===== config.mk =====
export PLATFORM = sky130hd
export DESIGN_NAME = regxcvr
export DESIGN_NICKNAME = d
export VERILOG_FILES = /design/src/rtl/regxcvr.sv
export SDC_FILE = /design/constraint.sdc
export NUM_CORES = 1
export LEC_CHECK = 0
export BUFFER_PORTS_ARGS = -buffer_cell sky130_fd_sc_hd__buf_2
export CORE_MARGIN = 5
export CORE_UTILIZATION = 45
export DETAILED_ROUTE_END_ITERATION = 12
export GPL_ROUTABILITY_DRIVEN = 0
export HOLD_SLACK_MARGIN = 0.06
export PLACE_DENSITY = 0.71
export SLEW_MARGIN = 20
export SYNTH_ARGS = -nofsm -noshare
export SYNTH_HDL_FRONTEND = slang
export SYNTH_SLANG_ARGS = --single-unit

===== constraint.sdc =====
create_clock -name clk -period 3 [get_ports clk]
set_clock_uncertainty 0.15 [all_clocks]
set_input_delay 0.15 -clock clk [delete_from_list [all_inputs] [get_ports clk]]
set_output_delay 0.15 -clock clk [all_outputs]
set_load 0.02 [all_outputs]

===== src/rtl/regxcvr.sv =====
module regxcvr #(
  parameter int W = 18
) (
  input  logic         clk,
  input  logic         rst,
  input  logic [W-1:0] a_in,
  input  logic [W-1:0] b_in,
  input  logic         ab_le,
  input  logic         ab_clk,
  input  logic         ab_oe,
  input  logic         ba_le,
  input  logic         ba_clk,
  input  logic         ba_oe_n,
  output logic [W-1:0] b_out,
  output logic         b_out_en,
  output logic [W-1:0] a_out,
  output logic         a_out_en
);
  logic [1:0][W-1:0] din, q;
  logic [1:0]        le, pclk;

  assign din  = {b_in, a_in};
  assign le   = {ba_le, ab_le};
  assign pclk = {ba_clk, ab_clk};

  for (genvar g = 0; g < 2; g++) begin : g_path
    logic [2:0]   sy;
    logic [W-1:0] st;
    logic         fall;
    assign fall = sy[2] & ~sy[1];
    always_ff @(posedge clk) begin
      if (rst) begin
        sy <= '0;
        st <= '0;
      end else begin
        sy <= {sy[1:0], pclk[g]};
        if (le[g] || fall) st <= din[g];
      end
    end
    assign q[g] = st;
  end

  assign b_out    = ab_le ? a_in : q[0];
  assign a_out    = ba_le ? b_in : q[1];
  assign b_out_en = ab_oe & ~rst;
  assign a_out_en = ~ba_oe_n & ~rst;
endmodule



Word level (Yosys, flattened, before mapping)
Index checks and enable logic that the tools add are counted.
W data, S select, Z words.
{"block": "op_classes", "div_mod_pow": 0, "addsub": 0, "order_cmp": 0, "mul": 0, "bitwise_logic": 8, "n_mux": 2, "n_shift": 0, "reduce_logical": 2, "eq_ne": 0}
{"cell": "$mux W18", "count": 2}
{"cell": "$and A1 B1 Y1", "count": 4}
{"cell": "$not A1 Y1", "count": 4}
{"cell": "$logic_or A1 B1 Y1", "count": 2}
{"block": "word_totals", "ramBits": 0, "mem_bits_ro": 0, "mem_count": 0, "ff_bits": 42, "latch_bits": 0}

Longest topological paths before layout
Gate-level depths: netlist of the first run.
{"block": "logic_depth", "word_depth": 3, "mapped_depth": 5}

Worst setup path before layout of the first run
OpenSTA, ideal clock, no wires.
{"block": "synth_path", "kind": "register to register", "start": "register g_path[1].sy[1]", "end": "register g_path[1].st[10]", "stages_incl_launch_ff": 6, "t_arrival_ps": 940, "n_path_buf": 2, "path_slack_ps": 1839, "required_ps": 2778, "period_less_slack_ps": 1161, "path_cell_list": "dfxtp_1 > inv_1 > a21oi_4 > buf_6 > buf_12 > mux2i_1"}
{"block": "synth_via", "elab_chain_cells": 3}
{"item": "start, declared", "line": "27", "rtl": "logic [2:0] sy;"}
{"item": "start signal, assigned", "line": "36", "rtl": "sy <= {sy[1:0], pclk[g]};"}
{"item": "$not A1 Y1", "line": "30", "rtl": "assign fall = sy[2] & ~sy[1];"}
{"item": "$and A1 B1 Y1", "line": "30"}
{"item": "$logic_or A1 B1 Y1", "line": "37", "rtl": "if (le[g] || fall) st <= din[g];"}
{"item": "end signal, assigned", "line": "37"}
{"item": "end, declared", "line": "28", "rtl": "logic [W-1:0] st;"}
No other way between the ends.
A chain may end at the register's enable or synchronous reset.

Final worst setup path of the first run
{"block": "layout_path", "start": "input port b_in[11]", "end": "output port a_out[11]"}
{"block": "layout_via", "elab_chain_cells": 1}
{"item": "start, declared", "line": "7", "rtl": "input logic [W-1:0] b_in,"}
{"item": "$mux W18", "line": "44", "rtl": "assign a_out = ba_le ? b_in : q[1];"}
{"item": "end, declared", "line": "16", "rtl": "output logic [W-1:0] a_out,"}
No other way between the ends.

==> results.toml, run 1 <==
[outcome]
status = "complete, no violations"

[global_routing]
grtUsageTotal = 0.152
antenna_found_initial = 0
grt_pass1_vias = 1756
grt_max_degree = 81
grt_pass1_wl_um = 7860
grt-ovfl-total = 0

[final_layout]
syn2layout_area_growth_pct = 38.6
nNetsFinal = 368
n_antenna_cell = 0
nFillCells = 410
drive_gt1_frac = 0.391

[sta]
tightest_slew_ns = 0.949
setup_violations = 0
setup_ws_ns = 1.45
slew_headroom = 0.367
fin_crit_ns = 1.55
max_freq_ghz = 0.644
finalHoldViolations = 0
grt_setup_unrepaired = "false"
fin_crit_sh = 0.518
finalSetupTns_ns = 0
slew_violations = 0

[drt]
drt_pass1_iterations = 4
drt-initial-drc-count = 54
wire_per_inst_um = 11.9
totalWireLength_um = 4680
avgViaCountPerCell = 4.47
drcViolationCount = 0
postRouteAntennaNets = 0
dr_total_vias = 1751

[floorplan]
initial_utilization = 0.471
fp.dieW_um = 81.0
fp.dieH_um = 81.0
num_io_pins = 82
die_area_um2 = 6560
fp-row-count = 25
coreArea_um2 = 4820

[yosys]
synth_area_leaders = "dfxtp_1 (37%), nand2b_1 (20%), mux2_2 (18%)"
yosys_register_bits = 42
yosysWarnings = 0
yosysUniqueCellTypes = 12
synth_top_area_frac = 0.370
synth.net_count = 258
netlist_area_um2 = 2270
synthCells = 214
ys_seq_area_frac = 0.370
syn_avg_cell_area_um2 = 10.6
synth_top_area_cell = "dfxtp_1"

[critical_path]
endpoint_kind = "output port"
reg2regPathDepth = 3
worstPathMaxFanout = 2
crit_arrival_ns = 1.25
worstSetupStartpointType = "primary input"
worstSetupPathType = "primary input to output port"
crit_required_ns = 2.70

[clock_network]
cts_tree = "done"
cts.htree.levels = 2
cts_buffers = 5
post_cts_resized = 0
cts_root_buffer = "clkbuf_8"
cts_buffer_depth = 2
cts_sinks = 42
clk_pin_slew_ns = 0.08
clock_latency_ns = 0.29

[worst_hold_path]
hold_depth = 1
hp-class = "flop to flop"

[place]
dpl.hpwl_um = 2890
dpl_worst_slack_ns = 1.39
portBuffers = 81

[pwr]
power.density_nw_per_um2 = 462
vdd.ir_drop.worst_mv = 0.373
p_leak_nw = 1.45

[job]
maxCapViolCount = 0
==> where the power goes <==
| part | switching, W | internal [W] | total (W) | leakage [nW] |
|---|---|---|---|---|
| sequential | 0.0000166 | 0.000593 | 0.000609 | 0.347 |
| combinational | 0.000152 | 0.000165 | 0.000317 | 1.03 |
| clock | 0.000193 | 0.000333 | 0.000526 | 0.0683 |
==> cells in the final DEF (no fill, tap or decap) <==
master,instances
a21oi_4,2
buf_2,81
bufinv_16,2
clkbuf_8,5
clkinv_4,1
dfxtp_1,42
dlygate4sd3_1,38
inv_1,2
mux2_2,36
mux2i_1,36
nand2b_1,72
nor2_1,3
nor2b_1,5
==> cell usage after synthesis <==
cell,n
clkbuf_1,8
dfxtp_1,42
mux2_2,36
a21oi_4,2
mux2i_1,36
nor2_1,3
buf_12,2
inv_1,2
nor2b_1,5
nand2b_1,72
buf_6,4
buf_4,2
==> cell type report <==
cell class              instances  area [um^2]  area share
well taps                      67         83.8      0.0266
multi-input cells             154         1290       0.410
flip-flops and latches         42          841       0.267
inverters                       2         7.51     0.00239
repair buffers                119          786       0.250
clock buffers                   5         68.8      0.0219
clock inverters                 3         68.8      0.0219
==> per-stage QoR <==
step	power, W	util	hold WS, ns	cells	cell area, um^2
after CTS	0.00147	0.653	0.291	392	3150
after floorplan	0.000827	-	0.128	214	2270
after global placement	0.000899	0.546	0.214	346	2630
after global routing	0.00153	0.653	0.313	392	3150
final	0.00145	0.653	0.290	392	3150
after detailed placement	0.000902	0.546	0.212	346	2630
==> kinds of logic after synthesis <==
family | synth area share
DFF | 0.370
and+or+nand+nor | 0.217
buffers and inverters | 0.0606
muxes | 0.337
AOI/OAI and AO/OA | 0.0143
==> worst max-delay path, stage by stage <==
cell and delay, ns:
dlygate4sd3_1 0.54, buf_2 0.13, mux2_2 0.27, buf_2 0.16
==> state kept, by name, summed over array words and instances, names as in the netlist <==
name / cells
g_path.st: 36
g_path.sy: 6
==> worst paths after layout <==
| kind | start | end | slack (ns) |
|---|---|---|---|
| max | b_in[11] | a_out[11] | 1.45 |
| max reg2reg | g_path[1].sy[1] | g_path[1].st[5] | 1.46 |
| min reg2reg | g_path[0].sy[0] | g_path[0].sy[1] | 0.29 |
| min | g_path[0].sy[0] | g_path[0].sy[1] | 0.29 |
==> per-layer routing <==
metal	track usage	vias to the layer above	routed length, um
met5	0	-	0
met4	0.0304	0	34
met3	0.0588	5	373
met2	0.263	56	2170
met1	0.179	766	2110
li1	-	924	-
==> what timing repair did <==
item / 4_1_cts / 5_1_grt
hold buffers: 38 / 0
setup endpoints to repair: 0 / 0
hold endpoints to repair: 38 / 0
buffers inserted: 0 / 0
No activity file was read; power rests on OpenSTA's default activity.
==> inputs of run 2 (changes only) <==
Settings changed: PLACE_DENSITY 0.71 to 0.73.
Clock period 3 ns to 1.4 ns, I/O delays scaled along.
==> results.toml, run 2 (same netlist as run 1, synthesis figures left out) <==
[sta]
finalHoldViolations = 0
slew_violations = 0
finalSetupTns_ns = 0
slew_headroom = 0.681
tightest_slew_ns = 0.478
fin_crit_sh = 0.989
setup_ws_ns = 0.0152
setup_violations = 0
fin_crit_ns = 1.38
whs_ns = 0.0867
max_freq_ghz = 0.722

[floorplan]
initial_utilization = 0.471
die_area_um2 = 6560
fp.dieH_um = 81.0
fp.dieW_um = 81.0
coreArea_um2 = 4820
fp-row-count = 25
num_io_pins = 82

[final_layout]
top_regs = "g_path.st: 36 flops, g_path.sy: 6 flops"
largest-register = "g_path.st"
drive_gt1_frac = 0.390
nNetsFinal = 372
syn2layout_area_growth_pct = 41.8
utilization = 0.668
layout_common_cells = "nand2b_1 (72), buf_2 (72), dfxtp_1 (42)"
design_area_um2 = 3220
largest_reg_flops = 36
n_antenna_cell = 0

[drt]
avgViaCountPerCell = 4.57
drt-initial-drc-count = 59
dr_total_vias = 1805
totalWireLength_um = 4920
drt_pass1_iterations = 4
drcViolationCount = 0
wire_per_inst_um = 12.5
postRouteAntennaNets = 0

[place]
dpl_worst_slack_ns = 0.150
dpl.hpwl_um = 3040
portBuffers = 81
place_area_um2 = 2720

[critical_path]
worstSetupStartpointType = "primary input"
worstPathMaxFanout = 2
worstSetupPathType = "primary input to output port"
reg2regPathDepth = 4
crit_arrival_ns = 1.16
crit_required_ns = 1.18
endpoint_kind = "output port"

[global_routing]
grt_pass1_wl_um = 8060
grt_max_degree = 68
antenna_found_initial = 0
grt_pass1_vias = 1850
grtUsageTotal = 0.155
grt-ovfl-total = 0

[clock_network]
cts_root_buffer = "clkbuf_8"
cts_sinks = 42
cts_buffer_depth = 2
clk_pin_slew_ns = 0.07
cts.htree.levels = 2
cts_tree = "done"
cts_buffers = 5
clock_latency_ns = 0.28

[worst_hold_path]
hold_depth = 3
hp-class = "primary input to flop"

[pwr]
vdd.ir_drop.worst_mv = 0.513
p_leak_nw = 1.47
power.density_nw_per_um2 = 857

[job]
maxCapViolCount = 0

[outcome]
status = "complete, no violations"
==> run 2: cell count changes in the layout (fill, tap and decap cells not counted), sizes merged <==
cell,previous run,this run
buf,81,85
bufinv,2,0
clkbuf,5,7
clkinv,1,0
==> run 2: critical path: stages <==
cell           delay, ns
dlygate4sd3_1       0.55
buf_2               0.13
mux2_2              0.26
buf_2               0.16
==> run 2: layout make-up <==
| cell class | count | area [um^2] |
|---|---|---|
| clock buffer | 7 | 76.3 |
| fill | 394 | 1600 |
| sequential | 42 | 841 |
| inverter | 2 | 7.51 |
| timing repair buffer | 123 | 915 |
| tap | 67 | 83.8 |
| multi-input combinational | 154 | 1290 |
==> run 2: final timing paths <==
path | end | slack [ns] | start
max reg2reg | g_path[1].st[3] | 0.21 | g_path[1].sy[1]
min | g_path[0].st[4] | 0.09 | rst
max | a_out[2] | 0.02 | b_in[2]
min reg2reg | g_path[1].sy[1] | 0.29 | g_path[1].sy[0]
==> run 2: through the flow <==
stage / std cells / total power (W)
floorplan: 214 / 0.00177
global placement: 351 / 0.00196
detailed placement: 351 / 0.00197
CTS: 396 / 0.00276
global route: 395 / 0.00290
finish: 395 / 0.00276
==> run 2: routing by layer <==
| layer | track usage | vias up | part of all wire |
|---|---|---|---|
| met5 | 0 | - | 0 |
| met4 | 0.0405 | 0 | 0.0079 |
| met3 | 0.0432 | 4 | 0.072 |
| met2 | 0.279 | 58 | 0.48 |
| met1 | 0.180 | 815 | 0.44 |
| li1 | - | 928 | - |
==> run 2: timing repair <==
action | 4_1_cts | 5_1_grt
hold endpoints to repair | 38 | 0
hold buffers | 38 | 0
endpoints found under the setup margin | 0 | 8
buffers inserted | 0 | 0
resized for setup | 0 | 16
==> run 2: where the power goes <==
| group | leakage [nW] | total, W | internal, W | switching [W] |
|---|---|---|---|---|
| Sequential | 0.347 | 0.00131 | 0.00127 | 0.0000360 |
| Combinational | 1.09 | 0.000742 | 0.000401 | 0.000341 |
| Clock | 0.0383 | 0.000710 | 0.000343 | 0.000367 |
| Total | 1.47 | 0.00276 | 0.00201 | 0.000744 |
==> inputs of run 3 (changes only) <==
Settings changed: CTS_BUF_LIST set to sky130_fd_sc_hd__clkbuf_2, PLACE_DENSITY 0.73 to 0.74.
Clock period 1.4 ns to 1.6 ns, I/O delays scaled along.
==> results.toml, run 3 (same netlist as run 1, synthesis figures left out) <==
[floorplan]
die_area_um2 = 6560
fp.dieH_um = 81.0
initial_utilization = 0.471
num_io_pins = 82
fp.dieW_um = 81.0
fp-row-count = 25
coreArea_um2 = 4820

[clock_network]
clk_pin_slew_ns = 0.21
clock_latency_ns = 0.39
cts_sinks = 42
cts_tree = "done"
post_cts_buffers = 0
cts_root_buffer = "clkbuf_2"
cts_buffers = 5
cts_buffer_depth = 2
cts.htree.levels = 2

[sta]
fin_crit_sh = 0.888
slew_headroom = 0.677
finalSetupTns_ns = 0
max_freq_ghz = 0.704
slew_violations = 0
grt_setup_unrepaired = "false"
tightest_slew_ns = 0.484
setup_violations = 0
finalHoldViolations = 0
fin_crit_ns = 1.42

[place]
dpl.hpwl_um = 2980
dp_cells = 350
portBuffers = 81
place_area_um2 = 2680

[outcome]
status = "complete, no violations"

[critical_path]
reg2reg_from = "g_path[0].sy[1]"
worstSetupPathType = "flop to output port"
crit_arrival_ns = 1.19
worstSetupStartpoint = "g_path[0].st[11]"
worstSetupStartpointType = "flop"
endpoint_kind = "output port"
worstPathMaxFanout = 2
crit_required_ns = 1.37
reg2reg_setup_slack_ns = 0.38
reg2regPathDepth = 4
worstReg2RegEnd = "g_path[0].st[7]"
crit_end = "b_out[11]"

[pwr]
power.density_nw_per_um2 = 749
vdd.ir_drop.worst_mv = 0.441
p_leak_nw = 1.46

[final_layout]
drive_gt1_frac = 0.395
layout_common_cells = "buf_2 (81), nand2b_1 (72), dfxtp_1 (42)"
nFillCells = 388
syn2layout_area_growth_pct = 39.3
final_common_cell = "buf_2"
nNetsFinal = 375
largest-register = "g_path.st"
largest_reg_flops = 36
top_regs = "g_path.st: 36 flops, g_path.sy: 6 flops"
finalNonFillerCells = 400
design_area_um2 = 3160

[drt]
dr_total_vias = 1848
drt-initial-drc-count = 64
drcViolationCount = 0
totalWireLength_um = 4760
wire_per_inst_um = 11.9
drt_pass1_iterations = 4
postRouteAntennaNets = 0
avgViaCountPerCell = 4.62

[global_routing]
grt_pass1_wl_um = 8020
grt-ovfl-total = 0
antenna_found_initial = 0
grt_max_degree = 55
grtUsageTotal = 0.155
grt_pass1_vias = 1856

[job]
maxCapViolCount = 0

[worst_hold_path]
hp-class = "primary input to flop"
min-delay-start = "rst"
==> run 3: changes by cell type in the layout (fill, tap and decap cells not counted), moves of 3 or more <==
cell | before | now
dlygate4sd3_1 | 38 | 41
buf_2 | 72 | 81
buf_6 | 7 | 0
clkbuf_8 | 5 | 0
clkbuf_2 | 0 | 7
==> run 3: what timing repair did <==
action | CTS | global route
hold buffers | 41 | 0
resized for setup | 0 | 0
hold endpoints to repair | 38 | 0
==> run 3: worst min-delay path by stage <==
stage	slack (ns)	depth (start not counted)	to
6_report	0.08	3	g_path[1].st[1]
5_1_grt	0.1	3	g_path[1].st[1]
4_1_cts	0.06	3	g_path[1].st[1]
3_5_place_dp	0.14	2	g_path[0].sy[0]
3_3_place_gp	0.15	2	g_path[0].sy[0]
2_1_floorplan	0.06	1	g_path[0].sy[0]
==> run 3: critical path: stages, from the launching register on <==
cell and delay, ns:
dfxtp_1 0.37, mux2_2 0.26, buf_2 0.16
==> run 3: through the flow <==
step	setup WS [ns]	utilization	power (W)	hold WS [ns]
after floorplan	0.439	-	0.00155	0.0582
after global placement	0.326	0.557	0.00170	0.148
after detailed placement	0.342	0.557	0.00171	0.145
after CTS	0.161	0.656	0.00239	0.0637
after global routing	0.0955	0.656	0.00250	0.0993
final	0.179	0.656	0.00237	0.0770
==> run 3: power by group <==
group / total (W) / internal [W] / switching (W)
combinational: 0.000617 / 0.000327 / 0.000290
clock: 0.000605 / 0.000279 / 0.000326
sequential: 0.00114 / 0.00111 / 0.0000312
==> run 3: cell type report <==
cell class | instances | area [um^2] | area share
tap | 67 | 83.8 | 0.0265
clock inverter | 1 | 30.0 | 0.00950
clock buffer | 7 | 35.0 | 0.0111
antenna | 1 | 2.50 | 0.000791
multi-input combinational | 154 | 1290 | 0.408
sequential | 42 | 841 | 0.266
inverter | 2 | 7.51 | 0.00237
timing repair buffer | 126 | 871 | 0.275
==> run 3: metal layers <==
metal	wire length, um	up-vias	global-route usage
met5	0	-	0
met1	2120	844	0.173
met4	31	0	0.0490
met2	2280	58	0.278
met3	325	4	0.0488
li1	-	942	-
